<file path="src/rtl/camrx_csr_pkg.sv">
package camrx_csr_pkg;
  localparam int unsigned DATA_W = 32;
  localparam int unsigned ADDR_W = 8;

  localparam logic [ADDR_W-1:0] OFS_CTRL = 8'h00;
  localparam logic [ADDR_W-1:0] OFS_STAT = 8'h10;
  localparam logic [ADDR_W-1:0] OFS_GIE  = 8'h20;
  localparam logic [ADDR_W-1:0] OFS_ISR  = 8'h24;
  localparam logic [ADDR_W-1:0] OFS_IEN  = 8'h28;

  localparam logic [DATA_W-1:0] ISR_MASK = 32'hC07E_3FFF;
  localparam int unsigned       NOEN_BIT = 30;
  localparam logic [DATA_W-1:0] IEN_MASK = ISR_MASK & ~(32'h1 << NOEN_BIT);

  typedef enum logic [2:0] {
    SEL_NONE, SEL_CTRL, SEL_STAT, SEL_GIE, SEL_ISR, SEL_IEN
  } reg_sel_e;

  function automatic reg_sel_e decode(input logic [ADDR_W-1:0] a);
    case (a)
      OFS_CTRL: return SEL_CTRL;
      OFS_STAT: return SEL_STAT;
      OFS_GIE:  return SEL_GIE;
      OFS_ISR:  return SEL_ISR;
      OFS_IEN:  return SEL_IEN;
      default:  return SEL_NONE;
    endcase
  endfunction
endpackage

</file>
<file path="src/rtl/camrx_drain_seq.sv">
module camrx_drain_seq #(
  parameter int unsigned DRAIN_CYCLES = 40
) (
  input  logic clk,
  input  logic rst_n,
  input  logic start_i,
  output logic busy_o
);
  localparam int unsigned CNT_W = $clog2(DRAIN_CYCLES + 1);
  localparam logic [CNT_W-1:0] CNT_LOAD = CNT_W'(DRAIN_CYCLES);
  localparam logic [CNT_W-1:0] CNT_LAST = CNT_W'(1);

  logic [CNT_W-1:0] cnt_q;
  logic             busy_q;

  always_ff @(posedge clk or negedge rst_n) begin
    if (!rst_n) begin
      busy_q <= 1'b0;
      cnt_q  <= '0;
    end else if (start_i) begin
      busy_q <= 1'b1;
      cnt_q  <= CNT_LOAD;
    end else if (busy_q) begin
      if (cnt_q == CNT_LAST) busy_q <= 1'b0;
      cnt_q <= cnt_q - CNT_LAST;
    end
  end

  assign busy_o = busy_q;

  AST_START_BUSY: assert property (@(posedge clk) disable iff (!rst_n)
    start_i |=> busy_o);
  AST_BUSY_MIN2: assert property (@(posedge clk) disable iff (!rst_n)
    (DRAIN_CYCLES > 1 && $rose(busy_o)) |=> busy_o);
endmodule

</file>
<file path="src/rtl/camrx_irq_unit.sv">
module camrx_irq_unit
  import camrx_csr_pkg::*;
(
  input  logic              clk,
  input  logic              rst_n,
  input  logic              busy_i,
  input  logic [DATA_W-1:0] evt_i,
  input  logic              isr_w1c_i,
  input  logic              ien_wr_i,
  input  logic              gie_wr_i,
  input  logic [DATA_W-1:0] wdata_i,
  output logic [DATA_W-1:0] isr_o,
  output logic [DATA_W-1:0] ien_o,
  output logic              gie_o,
  output logic              irq_o
);
  logic [DATA_W-1:0] isr_q, isr_d, ien_q, clr_vec, set_vec;
  logic              gie_q;

  always_comb begin
    clr_vec = isr_w1c_i ? wdata_i : '0;
    set_vec = evt_i & ISR_MASK;
    if (busy_i) isr_d = '0;
    else        isr_d = (isr_q & ~clr_vec) | set_vec;
  end

  always_ff @(posedge clk or negedge rst_n) begin
    if (!rst_n) begin
      isr_q <= '0;
      ien_q <= '0;
      gie_q <= 1'b0;
    end else begin
      isr_q <= isr_d;
      if (ien_wr_i) ien_q <= wdata_i & IEN_MASK;
      if (gie_wr_i) gie_q <= wdata_i[0];
    end
  end

  assign isr_o = isr_q;
  assign ien_o = ien_q;
  assign gie_o = gie_q;
  assign irq_o = gie_q & (|(isr_q & ien_q));

  AST_EVT_WINS: assert property (@(posedge clk) disable iff (!rst_n)
    (!busy_i && (evt_i & ISR_MASK) != '0) |=>
      ((isr_q & $past(evt_i & ISR_MASK)) == $past(evt_i & ISR_MASK)));
  AST_IRQ_NEEDS_GIE: assert property (@(posedge clk) disable iff (!rst_n)
    irq_o |-> gie_o);
  AST_BIT30_SILENT: assert property (@(posedge clk) disable iff (!rst_n)
    ((isr_o & ~(32'h1 << NOEN_BIT)) == '0) |-> !irq_o);
  AST_BUSY_CLEARS: assert property (@(posedge clk) disable iff (!rst_n)
    busy_i |=> (isr_o == '0));
endmodule

</file>
<file path="src/rtl/camrx_pkt_counter.sv">
module camrx_pkt_counter #(
  parameter int unsigned CNT_W = 16
) (
  input  logic             clk,
  input  logic             rst_n,
  input  logic             busy_i,
  input  logic             strobe_i,
  output logic [CNT_W-1:0] count_o
);
  logic [CNT_W-1:0] cnt_q;

  always_ff @(posedge clk or negedge rst_n) begin
    if (!rst_n)        cnt_q <= '0;
    else if (busy_i)   cnt_q <= '0;
    else if (strobe_i) cnt_q <= cnt_q + CNT_W'(1);
  end

  assign count_o = cnt_q;

  AST_PKT_STEP: assert property (@(posedge clk) disable iff (!rst_n)
    (strobe_i && !busy_i) |=> (count_o == $past(count_o) + CNT_W'(1)));
endmodule

</file>
<file path="src/rtl/camrx_csr.sv">
module camrx_csr
  import camrx_csr_pkg::*;
#(
  parameter int unsigned DRAIN_CYCLES = 40,
  parameter int unsigned PKT_CNT_W    = 16
) (
  input  logic              clk,
  input  logic              rst_n,
  input  logic              csr_wr_en,
  input  logic              csr_rd_en,
  input  logic [ADDR_W-1:0] csr_addr,
  input  logic [DATA_W-1:0] csr_wdata,
  output logic [DATA_W-1:0] csr_rdata,
  input  logic [DATA_W-1:0] evt_pulse,
  input  logic              pkt_strobe,
  output logic              core_en_o,
  output logic              core_rst_o,
  output logic              irq_o
);
  localparam int unsigned STAT_PAD = DATA_W - PKT_CNT_W - 1;

  reg_sel_e          sel;
  logic              wr_ctrl, wr_gie, wr_isr, wr_ien;
  logic              en_q, srst_q, drain_start, busy;
  logic [DATA_W-1:0] isr, ien, rd_d;
  logic              gie;
  logic [PKT_CNT_W-1:0] pkt_cnt;

  assign sel     = decode(csr_addr);
  assign wr_ctrl = csr_wr_en && (sel == SEL_CTRL);
  assign wr_gie  = csr_wr_en && (sel == SEL_GIE);
  assign wr_isr  = csr_wr_en && (sel == SEL_ISR);
  assign wr_ien  = csr_wr_en && (sel == SEL_IEN);

  // drain begins on a rising reset request or a falling enable
  assign drain_start = wr_ctrl &&
                       ((csr_wdata[1] && !srst_q) || (!csr_wdata[0] && en_q));

  always_ff @(posedge clk or negedge rst_n) begin
    if (!rst_n) begin
      en_q   <= 1'b0;
      srst_q <= 1'b0;
    end else if (wr_ctrl) begin
      en_q   <= csr_wdata[0];
      srst_q <= csr_wdata[1];
    end
  end

  camrx_drain_seq #(.DRAIN_CYCLES(DRAIN_CYCLES)) u_drain (
    .clk     (clk),
    .rst_n   (rst_n),
    .start_i (drain_start),
    .busy_o  (busy)
  );

  camrx_irq_unit u_irq (
    .clk       (clk),
    .rst_n     (rst_n),
    .busy_i    (busy),
    .evt_i     (evt_pulse),
    .isr_w1c_i (wr_isr),
    .ien_wr_i  (wr_ien),
    .gie_wr_i  (wr_gie),
    .wdata_i   (csr_wdata),
    .isr_o     (isr),
    .ien_o     (ien),
    .gie_o     (gie),
    .irq_o     (irq_o)
  );

  camrx_pkt_counter #(.CNT_W(PKT_CNT_W)) u_pkt (
    .clk      (clk),
    .rst_n    (rst_n),
    .busy_i   (busy),
    .strobe_i (pkt_strobe),
    .count_o  (pkt_cnt)
  );

  always_comb begin
    case (sel)
      SEL_CTRL: rd_d = {{(DATA_W-2){1'b0}}, srst_q, en_q};
      SEL_STAT: rd_d = {pkt_cnt, {STAT_PAD{1'b0}}, busy};
      SEL_GIE:  rd_d = {{(DATA_W-1){1'b0}}, gie};
      SEL_ISR:  rd_d = isr;
      SEL_IEN:  rd_d = ien;
      default:  rd_d = '0;
    endcase
  end

  always_ff @(posedge clk or negedge rst_n) begin
    if (!rst_n)         csr_rdata <= '0;
    else if (csr_rd_en) csr_rdata <= rd_d;
  end

  assign core_en_o  = en_q && !busy;
  assign core_rst_o = busy;

  AST_EN_GATED: assert property (@(posedge clk) disable iff (!rst_n)
    core_rst_o |-> !core_en_o);
  AST_DISABLE_DRAINS: assert property (@(posedge clk) disable iff (!rst_n)
    (wr_ctrl && en_q && !csr_wdata[0]) |=> core_rst_o);
endmodule

</file>
<file path="config.mk">
export PLATFORM = sky130hd
export DESIGN_NAME = camrx_csr
export DESIGN_NICKNAME = d
export VERILOG_FILES = /design/src/rtl/camrx_csr_pkg.sv /design/src/rtl/camrx_drain_seq.sv /design/src/rtl/camrx_irq_unit.sv /design/src/rtl/camrx_pkt_counter.sv /design/src/rtl/camrx_csr.sv
export SDC_FILE = /design/constraint.sdc
export NUM_CORES = 1
export LEC_CHECK = 0
export BUFFER_PORTS_ARGS = -buffer_cell sky130_fd_sc_hd__buf_2
export CELL_PAD_IN_SITES_DETAIL_PLACEMENT = 1
export CELL_PAD_IN_SITES_GLOBAL_PLACEMENT = 1
export CORE_UTILIZATION = 41
export CTS_CLUSTER_DIAMETER = 30
export CTS_CLUSTER_SIZE = 25
export DETAILED_ROUTE_END_ITERATION = 10
export GPL_TIMING_DRIVEN = 0
export PLACE_DENSITY_LB_ADDON = 0.3
export SYNTH_ARGS = -nofsm -noshare
export SYNTH_HDL_FRONTEND = slang
export SYNTH_SLANG_ARGS = --single-unit
</file>
<file path="constraint.sdc">
create_clock -name clk -period 2.4 [get_ports clk]
set_input_delay 0.24 -clock clk [delete_from_list [all_inputs] [get_ports clk]]
set_output_delay 0.24 -clock clk [all_outputs]
set_load 0.1 [all_outputs]
</file>
# == Yosys cells after proc, flatten, opt, wreduce, memory -nomap -nowiden ==
# Cells that the tools add are included.
# word_totals
reg_bits,111
inputBits,77
wordCells,53
# op_classes
add_sub_neg,2
eq_ne,10
n_mux,11
bitwise_logic,5
n_reduce_logical,16
# op_table
op,count
32-bit one-hot mux with 5 select lines,1
32-bit bitwise AND,2
32-bit 2-to-1 mux,2
16-bit 2-to-1 mux,2
32-bit NOT,1
32-bit bitwise OR,1
32-bit OR reduction,1
"8-bit by 6-bit == test with 1-bit output, second input constant",3
"16-bit by 1-bit adder with 16-bit output, second input constant",1
3-bit one-hot mux with 5 select lines,1
6-bit 2-to-1 mux,2
"8-bit by 5-bit == test with 1-bit output, second input constant",1
1-bit logical AND,8
8-bit zero test,1
"3-bit by 2-bit == test with 1-bit output, second input constant",2
"3-bit == test, second input constant",2
"6-bit by 1-bit == test with 1-bit output, second input constant",1
"6-bit by 1-bit subtractor with 6-bit output, second input constant",1
2-bit nonzero test,2
"3-bit by 1-bit == test with 1-bit output, second input constant",1
1-bit zero test,3
1-bit 2-to-1 mux,3
1-bit bitwise AND,1
1-bit logical OR,1

# == Logic depth before layout (Yosys ltp) ==
# Gate-level depths: netlist of the first run.
# logic_depth
ltp_word,9
depth_mapped,8

# == Modules after synthesis ==
# Synthesis of the first run repeated with hierarchy kept, for this count alone.
# hier_totals
cells_unflattened,517
hier_area_um2,5481.5
# modules_own_cells
mod,n_inst,cells_each,area_each_um2
camrx_irq_unit,1,196,2218.4
camrx_csr,1,207,2031.9
camrx_pkt_counter,1,82,872.1
camrx_drain_seq,1,32,359.1

# == Worst setup path after synthesis of the first run ==
# OpenSTA, ideal clock, no wires.
# synth_path
path_kind,flip-flop to output port
from,register u_drain.busy_q (netlist: u_drain.busy_o)
to,output port core_en_o
arrival_ns,2.628
required_ns,2.160
slack_ns,-0.468
stages_incl_launch_ff,4
n_path_buf,2
cell_sequence,dfrtp_1 > clkbuf_1 > clkbuf_1 > nor2b_1
# synth_via
elab_chain_cells,2
# synth_rtl
element,line_no,text
"start, declared",camrx_drain_seq.sv:14,logic busy_q;
"start signal, assigned",camrx_drain_seq.sv:18,busy_q <= 1'b0;
"start signal, assigned",camrx_drain_seq.sv:21,busy_q <= 1'b1;
"start signal, assigned",camrx_drain_seq.sv:24,if (cnt_q == CNT_LAST) busy_q <= 1'b0;
1-bit zero test,camrx_csr.sv:95,assign core_en_o = en_q && !busy;
1-bit logical AND,camrx_csr.sv:95,
"end, declared",camrx_csr.sv:16,"output logic core_en_o,"
# Every way passes these cells.

# == Worst setup path after layout of the first run ==
# Ends and elaborated chain as after synthesis.

==> results by group, run 1 <==
Power and ir drop
  – Final Power: 0.00436 W
  – NetSw: 0.00119 W
  – Switching Fraction: 0.273
  – Seq pwr share: 0.511
  – Comb power frac: 0.129
  – Leak Pwr: 2.86 nW
  – Pint: 0.00318 W
  – Pwr dens: 703 mW/mm2
  – Clock share of power: 0.360
  – Worst vdd ir: 0.000402 V

Worst setup path
  – Crit. Startpoint: u_drain.busy_o$_DFF_PN0_
  – Reg2reg setup slack: 390 ps
  – Critical path class: reg2out
  – CP Max Fanout: 10
  – Worst r2r dst: u_pkt.count_o[6]$_DFFE_PN0P_
  – Startpoint types: flip-flop
  – Worst R2R Start: u_drain.busy_o$_DFF_PN0_
  – Worst reg2reg path depth: 4
  – CP required: 2160 ps
  – CP arrival: 2050 ps
  – CP Capture Type: output port

Logic synthesis
  – Mapped Cells: 485
  – Syn Nets: 565
  – Largest family of logic cells by synthesized area: compound AO/OA/AOI/OAI gates
  – Yosys top cell by area: dfrtp_1
  – Syn Area/Cell: 10.6 um2
  – Post-synth EDFFs: 0
  – Largest cells by area after synthesis: dfrtp_1 (54%), a22oi_1 (5.1%), mux2_1 (4.4%)
  – Syn Std Cell Area: 0.00514 mm2
  – Register area share after synthesis: 0.540
  – Asr flop ratio synth: 1.00
  – Top-area cell type share of the netlist area: 0.540
  – Post-synthesis xor/xnor area fraction: 0.0238
  – Multiplexer area fraction after synthesis: 0.0696
  – Synth Area in Compound Gates: 0.169
  – Most common cell in the synthesized netlist: dfrtp_1
  – Main synth FF type: dfrtp_1
  – Post-synthesis cell type count: 41
  – Simple-gate share of the synthesized area: 0.122
  – Commonest cells post-synth: dfrtp_1 (111), inv_1 (57), nor2_1 (47), a22oi_1 (35), o22ai_1 (30)
  – Synth Area in Adders: 0.00730
  – Total number of yosys warnings: 0
  – Yosys reg bits: 111

STA
  – Hold Vio Cnt, Final: 0
  – FMAX: 437 MHz
  – Worst slew pin tran: 745 ps
  – Setup Skew: 4.33 ps
  – Final setup viols: 0
  – Slew Viols, Final: 0
  – Final WS setup: 111 ps
  – Max transition margin: 0.503
  – Final Critical Period: 2290 ps
  – Final worst-path cycle share: 0.954
  – RSZ-0062 raised after global routing: no

Status
  – Status: complete, no violations

Clocking
  – CTS tree: done
  – # H-tree levels: 3
  – CTS Buf Count: 9
  – Root buf cell: clkbuf_16
  – Clock sinks: 111
  – Worst-Skew Late Latency: 350 ps
  – Clock tree buffer depth: 2
  – Clock slew at reported path FFs: 70 ps

GRT
  – Global-route wire length before repair: 24.6 mm
  – Global route overflow: 0
  – Tot GR Track Use: 0.249
  – Largest net degree at the start of global routing: 67
  – Initial antenna violation count: 1
  – Vias in the first global route: 4616

Place
  – Port bufs: 98
  – DP Worst Slack: 175 ps
  – Placed insts: 752
  – HPWL Detailed: 10.7 mm
  – GPL Wtd Cong: 0.775

Route
  – Routed vias/inst: 5.50
  – Via count: 4234
  – Detailed Route WL: 15.2 mm
  – Initial DRC count: 287
  – DR WL/cell: 19.7 um
  – Drt first pass iters: 4
  – Antenna Nets Post-Route: 0
  – Drt drc: 0

Hold path
  – Worst hold path type: in2reg
  – Hold Path Depth: 2
  – Hold Path Sink: u_irq.isr_o[24]$_DFF_PN0_
  – Hold path startpoint: csr_wdata[24]

Layout
  – P&R area growth vs syn: 20.7%
  – Post-layout nets: 676
  – Layout fillers: 1390
  – Share of post-route cells with drive strength above 1: 0.245
  – Multi-input logic area: 0.00202 mm2
  – Post-Layout Cell Count: 770
  – Register area: 0.00278 mm2

Floorplanning
  – Die ar.: 0.0130 mm2
  – Die width: 114 um
  – I/O pin count: 112
  – Core Region: 0.0121 mm2
  – Starting Density: 0.425
  – Die height: 114 um
  – Row cnt: 40

Job
  – # Max-Cap Violations: 0
==> kinds of logic (layout without fill, tap and decap cells) <==
kind of cell             after synthesis  count (layout)
buffers and inverters                 86             202
AO/OA/AOI/OAI                        121             121
AND/OR/NAND/NOR                      118             118
other                                  0               1
flip-flops                           111             111
adder cells (fa/ha/maj)                3               3
XOR/XNOR                              14              14
multiplexers                          32              32
==> critical path, stage by stage (launching register included) <==
cell and delay, ps:
dfrtp_1 480, clkbuf_1 450, clkbuf_2 390, nor2b_2 70, buf_2 300
==> layout make-up <==
class | count | share of cell area
Antenna cell | 1 | 0.000403
Buffer | 29 | 0.0228
Clock buffer | 13 | 0.0435
Clock inverter | 3 | 0.00645
Inverter | 57 | 0.0345
Multi-Input combinational cell | 288 | 0.326
Sequential cell | 111 | 0.447
Tap cell | 168 | 0.0339
Timing Repair Buffer | 100 | 0.0855
==> power groups by stage <==
stage,sequential [W],combinational [W],clock [W]
CTS,0.00223,0.000566,0.00159
floorplan,0.00221,0.000329,0
global placement,0.00224,0.000506,0
detailed placement,0.00226,0.000553,0
global route,0.00225,0.000625,0.00166
finish,0.00223,0.000561,0.00157
==> state kept, by name (all words and copies together) (netlist names) <==
name            count
u_drain.cnt_q       6
srst_q              1
u_irq.isr_o        32
csr_rdata          32
u_irq.gie_o         1
u_irq.ien_o        21
en_q                1
u_pkt.count_o      16
u_drain.busy_o      1
==> timing repair <==
action                                  4_1_cts  5_1_grt
hold buffers                                  1        0
endpoints found under the setup margin        2        0
endpoints found under the hold margin        45        0
gates resized for setup                       2        0
setup buffers                                 0        0
==> metrics by stage <==
step	hold slack [ps]	TNS [ps]	cell area, um2	util
2_1_floorplan	-55.6	0	5150	-
3_3_place_gp	407	-23760	5850	0.483
3_5_place_dp	295	0	5880	0.485
4_1_cts	42.4	0	6200	0.512
5_1_grt	51.1	0	6210	0.513
6_report	46.3	0	6210	0.513
==> cells in the final DEF, fill, tap and decap left out, drive strengths merged, types with 14 or more instances in the layout <==
cell / synthesis / layout
a311oi: 22 / 22
o22ai: 30 / 30
a21oi: 14 / 14
nor2: 47 / 47
a22oi: 35 / 35
inv: 57 / 57
mux2: 30 / 30
nand2b: 14 / 14
buf: 17 / 116
dfrtp: 111 / 111
clkbuf: 12 / 25
==> per-layer routing <==
layer | wire [um] | global-route usage | vias to the layer above | part of all wire
li1 | - | - | 1947 | -
met5 | 0 | 0 | - | 0
met4 | 263 | 0.0874 | 0 | 0.017
met3 | 577 | 0.0356 | 20 | 0.038
met1 | 6530 | 0.321 | 2169 | 0.43
met2 | 7790 | 0.429 | 98 | 0.51
==> worst max-delay path by stage <==
stage / to / slack, ps
floorplan: core_en_o / 50
global placement: u_drain.cnt_q[3]$_DFFE_PN0P_ / -220
detailed placement: u_pkt.count_o[3]$_DFFE_PN0P_ / 170
CTS: core_en_o / 90
global route: core_en_o / 20
finish: core_en_o / 110
No activity file was read; power rests on OpenSTA's default activity.
==> run 2, diff against run 1 <==
--- a/config.mk
+++ b/config.mk
@@ -13,6 +13,7 @@
 export CTS_CLUSTER_SIZE = 25
 export DETAILED_ROUTE_END_ITERATION = 10
 export GPL_TIMING_DRIVEN = 0
+export MAX_ROUTING_LAYER = met4
 export PLACE_DENSITY_LB_ADDON = 0.3
 export SYNTH_ARGS = -nofsm -noshare
 export SYNTH_HDL_FRONTEND = slang
==> run 2 against run 1 <==
Compared with the run above:
- worst hold slack better by 1.8 ps
- fmax is essentially flat
- final area did not move
- clock skew is 1.5 ps higher
- combinational power hardly changed
- first-iteration DRC count down 21%
- power fell by 0.11%
- die area is the same
==> results by group, run 2 (same netlist as run 1, synthesis figures left out) <==
Worst setup path
  – CP Capture Type: output port (unchanged)
  – Levels on crit path: 4 (unchanged)
  – CP arrival: 2050 ps (about the same)
  – Slowest stage delay, CP: 480 ps (about the same)
  – Critical path, cell by cell: clkbuf_1, clkbuf_2, nor2b_2, buf_2 (unchanged)
  – CP required: 2160 ps (about the same)
  – Worst reg2reg path depth: 4 (unchanged)
  – Critical path endpoint: core_en_o (unchanged)
  – Critical path class: reg2out (unchanged)
  – CP delay by family, top: buffers and inverters (unchanged)
  – Worst r2r dst: u_pkt.count_o[6]$_DFFE_PN0P_ (unchanged)
  – Reg2reg setup slack: 370 ps (was 390 ps)
  – CP Max Fanout: 10 (unchanged)
  – Worst path bufs/invs: 3 (unchanged)
  – Startpoint types: flip-flop (unchanged)
  – Slowest CP cell: dfrtp_1 (unchanged)
  – Crit. Startpoint: u_drain.busy_o$_DFF_PN0_ (unchanged)
  – Worst R2R Start: u_drain.busy_o$_DFF_PN0_ (unchanged)

STA
  – Final WS setup: 113 ps (was 111 ps)
  – Worst slew pin tran: 764 ps (was 745 ps)
  – Final worst-path cycle share: 0.953 (was 0.954)
  – Max transition margin: 0.491 (was 0.503)
  – Slew Viols, Final: 0 (unchanged)
  – RSZ-0062 raised after global routing: no (unchanged)
  – Final Critical Period: 2290 ps (about the same)
  – FMAX: 437 MHz (about the same)
  – Setup Skew: 5.87 ps (was 4.33 ps)
  – Hold Vio Cnt, Final: 0 (unchanged)
  – Final setup viols: 0 (unchanged)

GRT
  – Initial antenna violation count: 1 (unchanged)
  – Global-route wire length before repair: 24.6 mm (about the same)
  – Global route overflow: 0 (unchanged)
  – Tot GR Track Use: 0.256 (was 0.249)
  – Largest net degree at the start of global routing: 67 (unchanged)
  – Vias in the first global route: 4614 (was 4616)

Place
  – Placed instance area: 0.00588 mm2 (unchanged)
  – Port bufs: 98 (unchanged)
  – DP Worst Slack: 175 ps (unchanged)
  – Placed insts: 752 (unchanged)
  – HPWL Detailed: 10.7 mm (unchanged)
  – GPL Wtd Cong: 0.785 (was 0.775)

Floorplanning
  – Die height: 114 um (unchanged)
  – Die ar.: 0.0130 mm2 (unchanged)
  – Die width: 114 um (unchanged)
  – Row cnt: 40 (unchanged)
  – Core Region: 0.0121 mm2 (unchanged)
  – Starting Density: 0.425 (unchanged)
  – I/O pin count: 112 (unchanged)

Layout
  – Layout fillers: 1390 (unchanged)
  – Final design area excluding fillers: 0.00621 mm2 (unchanged)
  – Share of post-route cells with drive strength above 1: 0.245 (unchanged)
  – Post-Layout Cell Count: 770 (unchanged)
  – Most common cell after layout, fill and taps aside: dfrtp_1 (unchanged)
  – Commonest cells after routing, fill and taps aside: dfrtp_1 (111), buf_2 (110), inv_1 (57), nor2_1 (47), a22oi_1 (35) (unchanged)
  – Post-layout nets: 676 (unchanged)
  – P&R area growth vs syn: 20.7% (unchanged)

Clocking
  – Clock sinks: 111 (unchanged)
  – # H-tree levels: 3 (unchanged)
  – Worst-Skew Late Latency: 350 ps (about the same)
  – CTS Buf Count: 9 (unchanged)
  – CTS tree: done (unchanged)
  – Post-CTS setup buffers: 0 (unchanged)
  – Root buf cell: clkbuf_16 (unchanged)
  – Clock slew at reported path FFs: 70 ps (about the same)
  – Clock tree buffer depth: 2 (unchanged)

Power and ir drop
  – Worst vdd ir: 0.000397 V (was 0.000402 V)
  – Switching Fraction: 0.272 (was 0.273)
  – NetSw: 0.00118 W (was 0.00119 W)
  – Seq pwr share: 0.512 (was 0.511)
  – Clock share of power: 0.359 (was 0.360)
  – Pwr dens: 702 mW/mm2 (was 703 mW/mm2)
  – Comb power frac: 0.129 (about the same)
  – Pint: 0.00318 W (about the same)
  – Leak Pwr: 2.86 nW (unchanged)

Hold path
  – Worst hold path type: in2reg (unchanged)

Route
  – Via count: 4261 (was 4234)
  – Drt first pass iters: 4 (unchanged)
  – Initial DRC count: 226 (was 287)
  – Routed vias/inst: 5.53 (was 5.50)
  – Antenna Nets Post-Route: 0 (unchanged)
  – Drt drc: 0 (unchanged)
  – Detailed Route WL: 15.2 mm (about the same)
  – DR WL/cell: 19.7 um (about the same)

Status
  – Status: complete, no violations (unchanged)

Job
  – # Max-Cap Violations: 0 (unchanged)
[run 2: per-stage QoR]
| stage | utilization | power [W] | setup TNS [ps] | hold slack [ps] |
|---|---|---|---|---|
| floorplan | - | 0.00254 | 0 | -55.6 |
| global placement | 0.483 | 0.00275 | -23760 | 407 |
| detailed placement | 0.485 | 0.00281 | 0 | 295 |
| CTS | 0.512 | 0.00438 | 0 | 42.4 |
| global route | 0.513 | 0.00453 | 0 | 51.1 |
| finish | 0.513 | 0.00436 | 0 | 48.1 |
[run 2: power by group through the flow]
stage | Sequential (W) | Combinational [W] | Clock [W]
3_3_place_gp | 0.00224 | 0.000506 | 0
6_report | 0.00223 | 0.000562 | 0.00157
2_1_floorplan | 0.00221 | 0.000329 | 0
5_1_grt | 0.00225 | 0.000625 | 0.00166
4_1_cts | 0.00223 | 0.000566 | 0.00159
3_5_place_dp | 0.00226 | 0.000553 | 0
[run 2: worst reg2reg max path: stages (launching register included)]
cell and delay [ps]:
dfrtp_1 480, clkbuf_1 450, clkbuf_2 390, buf_1 450
nor2_1 120
[run 2: how the worst min path moves through the flow]
stage / cells past startpoint / slack (ps) / end / from
floorplan: 0 / -60 / csr_rdata[0]$_DFFE_PN0P_ / rst_n
global placement: 2 / 410 / u_irq.isr_o[26]$_DFF_PN0_ / csr_wdata[26]
detailed placement: 1 / 290 / csr_rdata[12]$_DFFE_PN0P_ / rst_n
CTS: 2 / 40 / u_irq.isr_o[24]$_DFF_PN0_ / csr_wdata[24]
global route: 2 / 50 / u_irq.isr_o[24]$_DFF_PN0_ / csr_wdata[24]
finish: 2 / 50 / u_irq.isr_o[24]$_DFF_PN0_ / csr_wdata[24]
[run 2: layout make-up]
cell class | count | area (um2) | area share
Multi-Input combinational cell | 288 | 2020 | 0.326
Antenna cell | 1 | 2.50 | 0.000403
Buffer | 29 | 141 | 0.0228
Timing Repair Buffer | 100 | 531 | 0.0855
Sequential cell | 111 | 2780 | 0.447
Clock inverter | 3 | 40.0 | 0.00645
Inverter | 57 | 214 | 0.0345
Clock buffer | 13 | 270 | 0.0435
Tap cell | 168 | 210 | 0.0339
[run 2: timing repair]
item	4_1_cts	5_1_grt
hold buffers	1	0
resized for setup	2	0
endpoints found under the hold margin	45	0
endpoints found under the setup margin	2	0
[run 2: per-layer routing]
layer / global-route usage / up-vias / share of wire
li1: - / 1948 / -
met1: 0.320 / 2186 / 0.42
met2: 0.429 / 106 / 0.52
met3: 0.0356 / 21 / 0.043
met4: 0.0874 / 0 / 0.018
met5: - / - / 0
==> run 3, diff against run 2 <==
==> constraint.sdc (replaced) <==
create_clock -name clk -period 2.35 [get_ports clk]
set_input_delay 0.235 -clock clk [delete_from_list [all_inputs] [get_ports clk]]
set_output_delay 0.235 -clock clk [all_outputs]
set_load 0.1 [all_outputs]
==> run 3 against run 2 <==
Compared with the run above:
- core utilization hardly changed
- wire length is 0.36% lower
- die area stayed put
- non-clock buffer count down 1
- cell count fell by 0.13%
- first-iteration DRC count increased by 9.3%
- register-to-register slack got worse by 60 ps
- worst setup slack worse by 4.5 ps
- worst hold slack worse by 0.94 ps
- critical path type unchanged
- largest cell class unchanged
- highest routed layer unchanged
==> results by group, run 3 (same netlist as run 1, synthesis figures left out) <==
Power and ir drop
  – Pwr dens: 718 mW/mm2 (was 702 mW/mm2)
  – Final Power: 0.00445 W (was 0.00436 W)
  – Leak Pwr: 2.86 nW (about the same)
  – Worst vdd ir: 0.000404 V (was 0.000397 V)

GRT
  – Initial antenna violation count: 1 (unchanged)
  – Tot GR Track Use: 0.256 (unchanged)
  – Global-route wire length before repair: 24.6 mm (unchanged)
  – Global route overflow: 0 (unchanged)
  – Vias in the first global route: 4614 (unchanged)
  – Largest net degree at the start of global routing: 67 (unchanged)

Floorplanning
  – I/O pin count: 112 (unchanged)
  – Row cnt: 40 (unchanged)
  – Starting Density: 0.425 (unchanged)
  – Die height: 114 um (unchanged)
  – Core Region: 0.0121 mm2 (unchanged)
  – Die width: 114 um (unchanged)
  – Die ar.: 0.0130 mm2 (unchanged)

STA
  – Final worst-path cycle share: 0.954
  – RSZ-0062 raised after global routing: no (unchanged)
  – Worst slew pin tran: 709 ps (was 764 ps)
  – Slew Viols, Final: 0 (unchanged)
  – FMAX: 446 MHz
  – Setup Skew: 4.60 ps (was 5.87 ps)
  – Max transition margin: 0.527 (was 0.491)
  – Final WS setup: 109 ps (was 113 ps)
  – Final Critical Period: 2240 ps
  – Final setup viols: 0 (unchanged)
  – Hold Vio Cnt, Final: 0 (unchanged)

Route
  – Drt first pass iters: 4 (unchanged)
  – DR top layer: met4 (unchanged)
  – Detailed Route WL: 15.1 mm (was 15.2 mm)
  – Antenna Nets Post-Route: 0 (unchanged)
  – DR WL/cell: 19.7 um (about the same)
  – Initial DRC count: 247 (was 226)
  – Via count: 4223 (was 4261)
  – Drt drc: 0 (unchanged)
  – Met3 wire len: 415 um (was 658 um)
  – Met1 wire length: 6.63 mm (was 6.42 mm)
  – Routed vias/inst: 5.49 (was 5.53)
  – DR WL met2: 7.81 mm (was 7.83 mm)

Worst setup path
  – CP required: 2120 ps (was 2160 ps)
  – Reg2reg setup slack: 310 ps (was 370 ps)
  – CP Max Fanout: 3 (was 10)
  – Critical path endpoint: irq_o (was core_en_o)
  – CP arrival: 2010 ps (was 2050 ps)
  – Startpoint types: flip-flop (unchanged)
  – Critical path class: reg2out (unchanged)
  – Worst reg2reg path depth: 3 (was 4)
  – CP Capture Type: output port (unchanged)
  – Crit. Startpoint: u_irq.isr_o[11]$_DFF_PN0_ (was u_drain.busy_o$_DFF_PN0_)
  – Worst r2r dst: u_drain.cnt_q[3]$_DFFE_PN0P_ (was u_pkt.count_o[6]$_DFFE_PN0P_)
  – Worst R2R Start: u_drain.busy_o$_DFF_PN0_ (unchanged)

Status
  – Status: complete, no violations (unchanged)

Clocking
  – Clock slew at reported path FFs: 70 ps (about the same)
  – Clock sinks: 111 (unchanged)
  – Clock tree buffer depth: 2 (unchanged)
  – Worst-Skew Late Latency: 350 ps (about the same)
  – # H-tree levels: 3 (unchanged)
  – CTS tree: done (unchanged)
  – Root buf cell: clkbuf_16 (unchanged)
  – Post-CTS setup buffers: 0 (unchanged)
  – CTS Buf Count: 9 (unchanged)

Place
  – Placed insts: 752 (unchanged)
  – GPL Wtd Cong: 0.785 (unchanged)
  – HPWL Detailed: 10.7 mm (unchanged)
  – Placed instance area: 0.00588 mm2 (unchanged)
  – Port bufs: 98 (unchanged)
  – DP Worst Slack: 125 ps (was 175 ps)

Hold path
  – Worst hold path type: in2reg (unchanged)

Layout
  – Util after Layout: 0.512 (was 0.513)
  – Post-Layout Cell Count: 769 (was 770)
  – Register area: 0.00278 mm2 (unchanged)
  – Layout fillers: 1390 (unchanged)
  – Post-layout nets: 675 (was 676)
  – Commonest cells after routing, fill and taps aside: dfrtp_1 (111), buf_2 (110), inv_1 (57), nor2_1 (47), a22oi_1 (35) (unchanged)
  – Multi-input logic area: 0.00202 mm2 (unchanged)
  – Most common cell after layout, fill and taps aside: dfrtp_1 (unchanged)
  – P&R area growth vs syn: 20.6% (was 20.7%)
  – Share of post-route cells with drive strength above 1: 0.245 (about the same)
  – Final design area excluding fillers: 0.00620 mm2 (was 0.00621 mm2)

Job
  – # Max-Cap Violations: 0 (unchanged)
==> run 3: changes by cell type in the layout (fill, tap and decap cells not counted), sizes merged <==
cell,change
clkbuf,-1
==> run 3: repair_timing <==
action	in CTS	in global routing
endpoints found under the hold margin	45	0
hold buffers	1	0
pin swaps	0	0
endpoints found under the setup margin	2	1
resized for setup	2	0
==> run 3: how the worst min path moves through the flow <==
stage	start	endpoint	slack, ps	depth (start not counted)
2_1_floorplan	rst_n	csr_rdata[0]$_DFFE_PN0P_	-60	0
4_1_cts	csr_wdata[24]	u_irq.isr_o[24]$_DFF_PN0_	40	2
6_report	csr_wdata[24]	u_irq.isr_o[24]$_DFF_PN0_	50	2
5_1_grt	csr_wdata[24]	u_irq.isr_o[24]$_DFF_PN0_	50	2
3_3_place_gp	csr_wdata[26]	u_irq.isr_o[26]$_DFF_PN0_	400	2
3_5_place_dp	rst_n	csr_rdata[12]$_DFFE_PN0P_	290	1
==> run 3: layout make-up <==
cell class / count / share of cell area
Clock buffer: 13 / 0.0436
Multi-Input combinational cell: 288 / 0.326
Sequential cell: 111 / 0.448
Antenna cell: 1 / 0.000403
Buffer: 28 / 0.0222
Tap cell: 168 / 0.0339
Clock inverter: 3 / 0.00645
Timing Repair Buffer: 100 / 0.0855
Inverter: 57 / 0.0345
==> run 3: per-layer routing <==
layer / vias up / global-route usage
li1: 1947 / -
met3: 24 / 0.0356
met1: 2163 / 0.320
met4: 0 / 0.0874
met2: 89 / 0.429
met5: - / -
==> run 3: where the power goes <==
part           leakage (nW)  total [W]  switching [W]  internal (W)
clock                 0.156    0.00160       0.000688      0.000912
combinational          1.31   0.000570       0.000338      0.000232
sequential             1.40    0.00228       0.000184       0.00210
==> run 3: metrics by stage <==
stage	setup TNS (ps)	hold WS, ps
after CTS	0	37.4
after detailed placement	0	290
final	0	47.2
after global placement	-28760	402
after floorplan	0	-60.6
after global routing	0	46.1
==> run 3: critical path, stage by stage, from the launching register on <==
cell and delay [ps]:
dfrtp_1 410, a22o_1 270, a221oi_2 260, nand3_1 150, o31a_1 270, buf_2 290
